**config.mk**
```make
export PLATFORM = sky130hd
export DESIGN_NAME = spi_user_engine
export DESIGN_NICKNAME = d
export VERILOG_FILES = /design/src/rtl/spi_ue_pkg.sv /design/src/rtl/spi_ue_regs.sv /design/src/rtl/spi_ue_shift.sv /design/src/rtl/spi_ue_seq.sv /design/src/rtl/spi_user_engine.sv
export SDC_FILE = /design/constraint.sdc
export NUM_CORES = 1
export LEC_CHECK = 0
export ABC_AREA = 1
export BUFFER_PORTS_ARGS = -buffer_cell sky130_fd_sc_hd__clkbuf_2
export CORE_UTILIZATION = 60
export DETAILED_ROUTE_END_ITERATION = 8
export GPL_ROUTABILITY_DRIVEN = 0
export PLACE_DENSITY = 0.86
export SLEW_MARGIN = 20
export SYNTH_ARGS = -nofsm -noshare
export SYNTH_HDL_FRONTEND = slang
export SYNTH_SLANG_ARGS = --single-unit
```
**constraint.sdc**
```tcl
create_clock -name clk -period 6.8 [get_ports clk]
set_clock_uncertainty 0.15 [all_clocks]
set_input_delay 0.34 -clock clk [delete_from_list [all_inputs] [get_ports clk]]
set_output_delay 0.34 -clock clk [all_outputs]
set_load 0.005 [all_outputs]
```
**src/rtl/spi_ue_pkg.sv**
```systemverilog
package spi_ue_pkg;

  typedef enum logic [1:0] {
    MODE_NORMAL = 2'd0,
    MODE_FAST   = 2'd1,
    MODE_WRITE  = 2'd2,
    MODE_USER   = 2'd3
  } cmd_mode_e;

  typedef enum logic [1:0] {
    SZ_BYTE = 2'd0,
    SZ_HALF = 2'd1,
    SZ_WORD = 2'd2,
    SZ_BAD  = 2'd3
  } acc_size_e;

  typedef enum logic [1:0] {
    SQ_IDLE,
    SQ_LOAD,
    SQ_WAIT
  } seq_state_e;

  localparam int STOP_BIT = 2;

  typedef struct packed {
    logic [1:0] mode;
    logic       stop;
  } chip_ctl_t;

endpackage

```
**src/rtl/spi_ue_regs.sv**
```systemverilog
module spi_ue_regs
  import spi_ue_pkg::*;
#(
  parameter int NUM_CS  = 3,
  parameter int WE_BASE = 16,
  parameter int RA_W    = 2
) (
  input  logic              clk,
  input  logic              rst_n,
  input  logic              reg_wr,
  input  logic [RA_W-1:0]   reg_addr,
  input  logic [31:0]       reg_wdata,
  output logic [NUM_CS-1:0] we_en,
  output logic [NUM_CS-1:0] user_act
);

  logic unused_wdata;
  assign unused_wdata = ^reg_wdata;

  always_ff @(posedge clk or negedge rst_n) begin
    if (!rst_n) begin
      we_en <= '0;
    end else if (reg_wr && reg_addr == '0) begin
      we_en <= reg_wdata[WE_BASE +: NUM_CS];
    end
  end

  for (genvar i = 0; i < NUM_CS; i++) begin : g_chip
    chip_ctl_t ctl_q;

    always_ff @(posedge clk or negedge rst_n) begin
      if (!rst_n) begin
        ctl_q <= '{mode: MODE_NORMAL, stop: 1'b0};
      end else if (reg_wr && reg_addr == RA_W'(i + 1)) begin
        ctl_q.mode <= reg_wdata[1:0];
        ctl_q.stop <= reg_wdata[STOP_BIT];
      end
    end

    assign user_act[i] = (ctl_q.mode == MODE_USER) && !ctl_q.stop;
  end

endmodule

```
**src/rtl/spi_ue_shift.sv**
```systemverilog
module spi_ue_shift #(
  parameter int HALF_DIV = 2
) (
  input  logic       clk,
  input  logic       rst_n,
  input  logic       start,
  input  logic [7:0] tx_byte,
  input  logic       miso,
  output logic       busy,
  output logic       done,
  output logic [7:0] rx_byte,
  output logic       sclk,
  output logic       mosi
);

  localparam int DIV_W = (HALF_DIV > 1) ? $clog2(HALF_DIV) : 1;
  localparam logic [DIV_W-1:0] DIV_LAST = DIV_W'(HALF_DIV - 1);

  logic [DIV_W-1:0] div_q;
  logic [2:0]       bit_q;
  logic [7:0]       tx_q;
  logic [7:0]       rx_q;

  always_ff @(posedge clk or negedge rst_n) begin
    if (!rst_n) begin
      busy  <= 1'b0;
      done  <= 1'b0;
      sclk  <= 1'b0;
      div_q <= '0;
      bit_q <= '0;
      tx_q  <= '0;
      rx_q  <= '0;
    end else begin
      done <= 1'b0;
      if (start && !busy) begin
        busy  <= 1'b1;
        tx_q  <= tx_byte;
        div_q <= '0;
        bit_q <= '0;
        sclk  <= 1'b0;
      end else if (busy) begin
        if (div_q == DIV_LAST) begin
          div_q <= '0;
          if (!sclk) begin
            sclk <= 1'b1;
            rx_q <= {rx_q[6:0], miso};
          end else begin
            sclk <= 1'b0;
            if (bit_q == 3'd7) begin
              busy <= 1'b0;
              done <= 1'b1;
            end else begin
              bit_q <= bit_q + 3'd1;
              tx_q  <= {tx_q[6:0], 1'b0};
            end
          end
        end else begin
          div_q <= div_q + DIV_W'(1);
        end
      end
    end
  end

  assign mosi    = busy & tx_q[7];
  assign rx_byte = rx_q;

endmodule

```
**src/rtl/spi_ue_seq.sv**
```systemverilog
module spi_ue_seq
  import spi_ue_pkg::*;
#(
  parameter int NUM_CS = 3,
  parameter int CS_W   = 2,
  parameter int WIN_AW = 13
) (
  input  logic              clk,
  input  logic              rst_n,
  input  logic              win_valid,
  output logic              win_ready,
  input  logic              win_write,
  input  logic [CS_W-1:0]   win_cs,
  input  logic [1:0]        win_size,
  input  logic [WIN_AW-1:0] win_addr,
  input  logic [31:0]       win_wdata,
  output logic              rsp_valid,
  output logic [31:0]       rsp_rdata,
  input  logic [NUM_CS-1:0] we_en,
  input  logic [NUM_CS-1:0] user_act,
  output logic              sh_start,
  output logic [7:0]        sh_tx,
  input  logic              sh_done,
  input  logic [7:0]        sh_rx
);

  seq_state_e state_q;
  logic [1:0]  lane_q;
  logic [2:0]  left_q;
  logic [31:0] wbuf_q;
  logic [31:0] rbuf_q;
  logic        wr_q;

  logic        unused_addr;
  assign unused_addr = ^win_addr[WIN_AW-1:2];

  logic        aligned;
  logic        chip_ok;
  logic        go;
  logic [2:0]  nbytes;
  logic [31:0] rmerge;

  always_comb begin
    unique case (acc_size_e'(win_size))
      SZ_BYTE: begin aligned = 1'b1;               nbytes = 3'd1; end
      SZ_HALF: begin aligned = !win_addr[0];       nbytes = 3'd2; end
      SZ_WORD: begin aligned = win_addr[1:0] == 0; nbytes = 3'd4; end
      default: begin aligned = 1'b0;               nbytes = 3'd0; end
    endcase
  end

  assign chip_ok = (int'(win_cs) < NUM_CS) && we_en[win_cs] && user_act[win_cs];
  assign go      = aligned && chip_ok;

  assign win_ready = (state_q == SQ_IDLE);
  assign sh_start  = (state_q == SQ_LOAD);
  assign sh_tx     = wr_q ? wbuf_q[lane_q*8 +: 8] : 8'h00;

  always_comb begin
    rmerge = rbuf_q;
    rmerge[lane_q*8 +: 8] = sh_rx;
  end

  always_ff @(posedge clk or negedge rst_n) begin
    if (!rst_n) begin
      state_q   <= SQ_IDLE;
      lane_q    <= '0;
      left_q    <= '0;
      wbuf_q    <= '0;
      rbuf_q    <= '0;
      wr_q      <= 1'b0;
      rsp_valid <= 1'b0;
      rsp_rdata <= '0;
    end else begin
      rsp_valid <= 1'b0;
      unique case (state_q)
        SQ_IDLE: begin
          if (win_valid) begin
            if (go) begin
              lane_q  <= win_addr[1:0];
              left_q  <= nbytes;
              wbuf_q  <= win_wdata;
              rbuf_q  <= '0;
              wr_q    <= win_write;
              state_q <= SQ_LOAD;
            end else begin
              rsp_valid <= !win_write;
              rsp_rdata <= '0;
            end
          end
        end
        SQ_LOAD: state_q <= SQ_WAIT;
        SQ_WAIT: begin
          if (sh_done) begin
            rbuf_q <= rmerge;
            lane_q <= lane_q + 2'd1;
            left_q <= left_q - 3'd1;
            if (left_q == 3'd1) begin
              state_q   <= SQ_IDLE;
              rsp_valid <= !wr_q;
              rsp_rdata <= rmerge;
            end else begin
              state_q <= SQ_LOAD;
            end
          end
        end
        default: state_q <= SQ_IDLE;
      endcase
    end
  end

endmodule

```
**src/rtl/spi_user_engine.sv**
```systemverilog
module spi_user_engine #(
  parameter int NUM_CS   = 3,
  parameter int HALF_DIV = 2,
  parameter int WE_BASE  = 16,
  parameter int WIN_AW   = 13,
  localparam int RA_W    = $clog2(NUM_CS + 1),
  localparam int CS_W    = (NUM_CS > 1) ? $clog2(NUM_CS) : 1
) (
  input  logic              clk,
  input  logic              rst_n,
  input  logic              reg_wr,
  input  logic [RA_W-1:0]   reg_addr,
  input  logic [31:0]       reg_wdata,
  input  logic              win_valid,
  output logic              win_ready,
  input  logic              win_write,
  input  logic [CS_W-1:0]   win_cs,
  input  logic [1:0]        win_size,
  input  logic [WIN_AW-1:0] win_addr,
  input  logic [31:0]       win_wdata,
  output logic              rsp_valid,
  output logic [31:0]       rsp_rdata,
  output logic              spi_sclk,
  output logic              spi_mosi,
  input  logic              spi_miso,
  output logic [NUM_CS-1:0] spi_cs_n
);

  logic [NUM_CS-1:0] we_en;
  logic [NUM_CS-1:0] user_act;
  logic              sh_start;
  logic [7:0]        sh_tx;
  logic              sh_busy;
  logic              sh_done;
  logic [7:0]        sh_rx;

  spi_ue_regs #(
    .NUM_CS (NUM_CS),
    .WE_BASE(WE_BASE),
    .RA_W   (RA_W)
  ) u_regs (
    .clk      (clk),
    .rst_n    (rst_n),
    .reg_wr   (reg_wr),
    .reg_addr (reg_addr),
    .reg_wdata(reg_wdata),
    .we_en    (we_en),
    .user_act (user_act)
  );

  spi_ue_seq #(
    .NUM_CS(NUM_CS),
    .CS_W  (CS_W),
    .WIN_AW(WIN_AW)
  ) u_seq (
    .clk      (clk),
    .rst_n    (rst_n),
    .win_valid(win_valid),
    .win_ready(win_ready),
    .win_write(win_write),
    .win_cs   (win_cs),
    .win_size (win_size),
    .win_addr (win_addr),
    .win_wdata(win_wdata),
    .rsp_valid(rsp_valid),
    .rsp_rdata(rsp_rdata),
    .we_en    (we_en),
    .user_act (user_act),
    .sh_start (sh_start),
    .sh_tx    (sh_tx),
    .sh_done  (sh_done),
    .sh_rx    (sh_rx)
  );

  spi_ue_shift #(
    .HALF_DIV(HALF_DIV)
  ) u_shift (
    .clk    (clk),
    .rst_n  (rst_n),
    .start  (sh_start),
    .tx_byte(sh_tx),
    .miso   (spi_miso),
    .busy   (sh_busy),
    .done   (sh_done),
    .rx_byte(sh_rx),
    .sclk   (spi_sclk),
    .mosi   (spi_mosi)
  );

  logic unused_busy;
  assign unused_busy = sh_busy;

  assign spi_cs_n = ~user_act;

endmodule

```
Word-level counts from Yosys, hierarchy flattened:

Index checks and enable logic that the tools add are counted.

* register bits: 140
* latch bits: 0
* bits in writable memories: 0
* ROM bits: 0
* output and inout bits: 39
* logic and storage cells: 149
* memories: 0

* add/sub/neg operators: 5
* multiply operators: 0
* div/mod/pow operators: 0
* magnitude comparators: 2
* equality and inequality tests: 18
* shift operators: 3
* muxes and demuxes: 62
* bitwise gates (word level): 4
* reduce and logical (&&, ||, !) cells: 33

Operator list (count)
* $mux 32: 7
* $pmux 32 s2: 2
* $mux 8: 6
* $neg 5->34: 1
* $shift 8x34->32 const A: 1
* $shiftx 8x34->32: 1
* $bwmux 32: 1
* $shiftx 32x6->8: 1
* $mux 1: 24
* $mux 3: 8
* $eq 2x2->1 const B: 7
* $mux 2: 6
* $reduce_and 4->1: 3
* $logic_and 1x1->1: 11
* $pmux 3 s3: 1
* $logic_not 2->1: 4
* $ne 2x1->1 const B: 4
* $reduce_bool 2->1: 4
* $logic_not 1->1: 7
* $eq 2x1->1 const B: 3
* $pmux 2 s3: 1
* $pmux 3 s2: 1
* $reduce_and 3->1: 2
* $reduce_and 5->1: 1
* other kinds (17): 20

Depth between registers and ports, before layout:

* depth after elaboration: 9
* gate-level depth with buffers: 11
* gate-level depth less buffers: 9

Hierarchy:

Synthesis repeated with hierarchy kept, for this count alone.

* cells, all modules: 896
* area, all modules: 6994.2 um^2

By module, submodules not included
* spi_ue_seq: instances 1, cells an instance 698, area each 5260.0 um^2, seq. area each 2627.5 um^2
* spi_ue_shift: instances 1, cells an instance 130, area each 1126.1 um^2, seq. area each 575.6 um^2
* spi_ue_regs: instances 1, cells an instance 65, area each 596.8 um^2, seq. area each 300.3 um^2
* spi_user_engine: instances 1, cells an instance 3, area each 11.3 um^2, seq. area each 0.0 um^2

Least setup slack after synthesis:

OpenSTA, ideal clock, no wires.

* path type: reg-to-reg
* start point: register u_seq.lane_q[0]
* end point: register u_seq.rbuf_q[27]
* setup time: 0.066 ns
* arrival time: 2.025 ns
* required time: 6.584 ns
* slack: 4.558 ns
* stages on the path, launching flop included: 11
* path buffers: 3
* period minus slack after synthesis: 2.242 ns
* path through: dfrtp_1 buf_2 clkinv_1 buf_2 ha_1 clkbuf_1 nor3_1 nand2_1 a21oi_1 nand4_1 nand2_1

* word-level cells in the longest chain between the ends: 5
* elaborated cells between the ends (all ways): 6

RTL lines
* start, declared: RTL line spi_ue_seq.sv:28 `logic [1:0] lane_q;`
* start signal, assigned: RTL line spi_ue_seq.sv:80 `lane_q <= win_addr[1:0];`
* start signal, assigned: RTL line spi_ue_seq.sv:96 `lane_q <= lane_q + 2'd1;`
* $neg 5->34 (*): RTL line spi_ue_seq.sv:61 `rmerge[lane_q*8 +: 8] = sh_rx;`
* $shiftx 8x34->32 or $shift 8x34->32 (tied branches): RTL line spi_ue_seq.sv:61
* $bwmux 32 (*): RTL line spi_ue_seq.sv:61
* $mux 32 (*): RTL line spi_ue_seq.sv:94 `if (sh_done) begin`
* $pmux 32 s2 (*): RTL line spi_ue_seq.sv:76 `unique case (state_q)`
* end signal, assigned: RTL line spi_ue_seq.sv:95 `rbuf_q <= rmerge;`
* end, declared: RTL line spi_ue_seq.sv:31 `logic [31:0] rbuf_q;`

Every way passes the cells marked *; elsewhere a longest branch is shown, timed or not. The select of a mux whose other input is x is not followed.
A chain may end at the register's enable or synchronous reset.

Worst setup path in the final report:

* start point: register u_seq.lane_q[0]
* end point: register u_seq.rbuf_q[15]

The elaborated chain is that of the path after synthesis.

==> results by group <==
Run status
  – Outcome: finished, final reports clean

Place
  – Port Buffers: 90
  – Final HPWL DP: 9.83 mm
  – Place WS: 3150 ps
  – Post-place instance area: 0.00717 mm2

Timing
  – Worst hold margin: 41.1 ps
  – Fmax: 268 MHz
  – Final Hold Vio Count: 0
  – RSZ-0062 raised after global routing: false
  – Setup TNS: 0 ps
  – Worst-margin pin slew: 912 ps
  – Fin crit share: 54.9%
  – Final Slew Violations: 0
  – Worst relative slew slack: 39.2%
  – Minimum clock period: 3740 ps
  – Min setup slack post-route: 3060 ps
  – Final setup viols: 0

Synth
  – Post-synthesis async set-or-reset flop share: 100%
  – Synthesized flop and latch total: 140
  – Synthesized area: 0.00670 mm2
  – Top_reg_cell synth: dfrtp_1
  – Post-synthesis sequential area ratio: 52.3%
  – Leading post-synthesis cells by cell area: dfrtp_1 (52%), nand2_1 (15%), nand4_1 (4.9%), o21ai_0 (4.8%), inv_1 (4.2%)
  – Post-synth EDFFs: 0
  – Top-area cell type share of the netlist area: 52.3%
  – Syn avg cell area: 8.01 um2
  – Synth Net Count: 935
  – Yosys cell types: 30
  – Mapped Cells: 837
  – Largest area contributor in the netlist: dfrtp_1
  – Yosys warnings: 0

Clock network
  – Num CTS Buffers: 17
  – Root Buffer: clkbuf_8
  – TritonCTS clock tree: done
  – # clock sinks: 140
  – Post-cts sizing count: 0
  – Htree depth: 4
  – Clock Latency Late Sink: 540 ps
  – CTS max path bufs: 2
  – CTS clock-pin slew for the worst setup and hold paths: 60 ps

Power
  – Clock network power share: 27.8%
  – Comb pwr share: 33.0%
  – Sw Pwr: 0.00123 W
  – Leak Pwr: 4.30 nW
  – P per Cell Area: 384 mW/mm2
  – Pint: 0.00190 W
  – Peak supply drop: 0.227 mV
  – Switching Fraction: 39.3%
  – Power share of the sequential group: 39.2%

Setup path
  – WS Path Type: reg -> reg
  – CP Cell Sequence: clkinv_1 > ha_1 > nand2_1 > nor2_1 > nand2_1 > a21oi_1 > nand4_1 > nand2_1
  – CP required: 7120 ps
  – Critical Path Start: u_seq.lane_q[0]$_DFFE_PN0P_
  – Worst R2R Path Depth: 8
  – R2r startpoint: u_seq.lane_q[0]$_DFFE_PN0P_
  – Number of cells on the critical path: 8
  – CP Data Arrival Time: 4060 ps
  – Crit end category: register
  – Setup crit end: u_seq.rbuf_q[15]$_DFFE_PN0P_
  – Reg-to-Reg End: u_seq.rbuf_q[15]$_DFFE_PN0P_
  – CP most frequent cell: nand2_1
  – WP buf/inv: 1
  – Crit path launch type: register
  – Slowest stage delay, CP: 940 ps
  – Reg2reg setup slack: 3060 ps
  – Critical-path top delay cell: dfrtp_1
  – Kind of cell adding the most delay to the critical path: flip-flops
  – Critical Path Fanout Max: 28

Die
  – Io pins: 128
  – Std-Cell Rows: 38
  – Starting Density: 61.8%
  – Die ar.: 0.0116 mm2
  – CORE AREA: 0.0108 mm2
  – Die Ht: 108 um
  – Chip Width: 108 um

Global route
  – Vias in the first global route: 5,996
  – Largest net degree at the start of global routing: 85
  – Initial antenna violation count: 2
  – Congestion Overflow GR: 0
  – First-pass GRT wire length: 28.2 mm
  – GRT Total Usage: 31.7%

Detailed routing
  – Routed Antenna Nets: 0
  – Routed WL: 17.0 mm
  – Routed len/inst: 15.4 um
  – # DRC: 0
  – TritonRoute pass-1 iters: 5
  – Starting DRC count in detailed routing: 467
  – Vias per cell: 5.64
  – Via count: 6,212

Layout
  – # nets final: 1,046
  – Most common cell after layout, fill and taps aside: nand2_1
  – Area Growth Syn to Fin: 21.6%
  – Post-Layout Inst Area: 0.00815 mm2
  – Fin util: 75.2%
  – Share of cells above drive strength 1: 14.9%
  – Most frequent cells in the layout: nand2_1 (268), dfrtp_1 (140), clkbuf_2 (89)

Worst hold path
  – Hold crit path type: in -> reg

Flow run
  – Max-cap violations: 0
## metal layers
metal / up-vias / part of all wire [%] / GRT usage (%)
met5: - / 0 / 0
li1: 2964 / - / -
met1: 2937 / 41 / 39.9
met2: 267 / 51 / 52.5
met4: 0 / 2.7 / 14.8
met3: 44 / 6.0 / 6.66
## repair_timing
item | 4_1_cts | 5_1_grt
setup buffers | 0 | 0
hold endpoints to repair | 131 | 0
hold buffers | 43 | 0
## power by group through the flow
| stage | Sequential, W | Clock [W] | Combinational (W) |
|---|---|---|---|
| global route | 0.00125 | 0.000919 | 0.00116 |
| CTS | 0.00122 | 0.000875 | 0.00102 |
| floorplan | 0.00117 | 0 | 0.000784 |
| detailed placement | 0.00123 | 0 | 0.000986 |
| global placement | 0.00122 | 0 | 0.000964 |
| finish | 0.00123 | 0.000870 | 0.00103 |
## cell families (layout without fill, tap and decap cells)
logic type | count (synthesis) | count (layout) | share of synthesized area (%)
multiplexers | 4 | 4 | 0.672
AO/OA/AOI/OAI | 129 | 129 | 10.2
other | 0 | 2 | 0
buffers and inverters | 129 | 252 | 7.91
AND/OR/NAND/NOR | 425 | 425 | 27.1
flip-flops | 140 | 140 | 52.3
XOR/XNOR | 1 | 1 | 0.131
adder cells (fa/ha/maj) | 9 | 9 | 1.68
## state kept, by name, indices dropped and copies added (netlist names), 2 cells and up
register             flops
u_seq.rbuf_q            32
u_seq.rsp_rdata         32
u_seq.wbuf_q            32
u_regs.g_chip.ctl_q      9
u_shift.rx_byte          8
u_shift.tx_q             8
u_regs.we_en             3
u_seq.left_q             3
u_shift.bit_q            3
u_seq.lane_q             2
u_seq.state_q            2
## through the flow
step / instances / power [W]
final: 1102 / 0.00313
after global routing: 1102 / 0.00333
after CTS: 1100 / 0.00312
after detailed placement: 1026 / 0.00222
after global placement: 1026 / 0.00219
after floorplan: 837 / 0.00195
## synth_stat cells, types with 3 or more instances
library cell  count
buf_4             3
ha_1              9
buf_2            22
nand4_1          53
a21oi_1          32
clkbuf_1         20
nand2_1         269
o21ai_0          64
inv_1            75
mux2_2            4
inv_2             4
dfrtp_1         140
nor2_1           49
a31oi_1           7
o22ai_1           8
o21ai_1          10
a22oi_1           4
nand3_1          46
## how the worst min path moves through the flow
stage,start,slack (ps),depth (start not counted),end
final,win_size[1],40,4,u_seq.left_q[0]$_DFFE_PN0P_
after global routing,win_addr[1],50,5,u_seq.lane_q[1]$_DFFE_PN0P_
after CTS,win_size[1],30,4,u_seq.left_q[0]$_DFFE_PN0P_
after detailed placement,rst_n,290,1,u_regs.g_chip[1].ctl_q[0]$_DFFE_PN0P_
after global placement,rst_n,290,1,u_regs.g_chip[1].ctl_q[0]$_DFFE_PN0P_
after floorplan,rst_n,-110,0,u_regs.g_chip[0].ctl_q[0]$_DFFE_PN0P_
## worst reg2reg max path: cells and delay by family, from the launching register on
kind / cells / cell delay (ps)
flip-flops: 1 / 940
adder cells (fa/ha/maj): 1 / 810
buffers and inverters: 1 / 780
AND/OR/NAND/NOR: 5 / 770
AO/OA/AOI/OAI: 1 / 230
## final cells by class
cell class	count	area, um2
clock inverter	9	95.1
fill	796	2690
clock buffer	22	453
sequential	140	3500
tap	140	175
inverter	81	304
timing repair buffer	140	940
multi-input combinational	568	2680
antenna	2	5.00
Note: power is estimated with default switching activity, not from simulation.
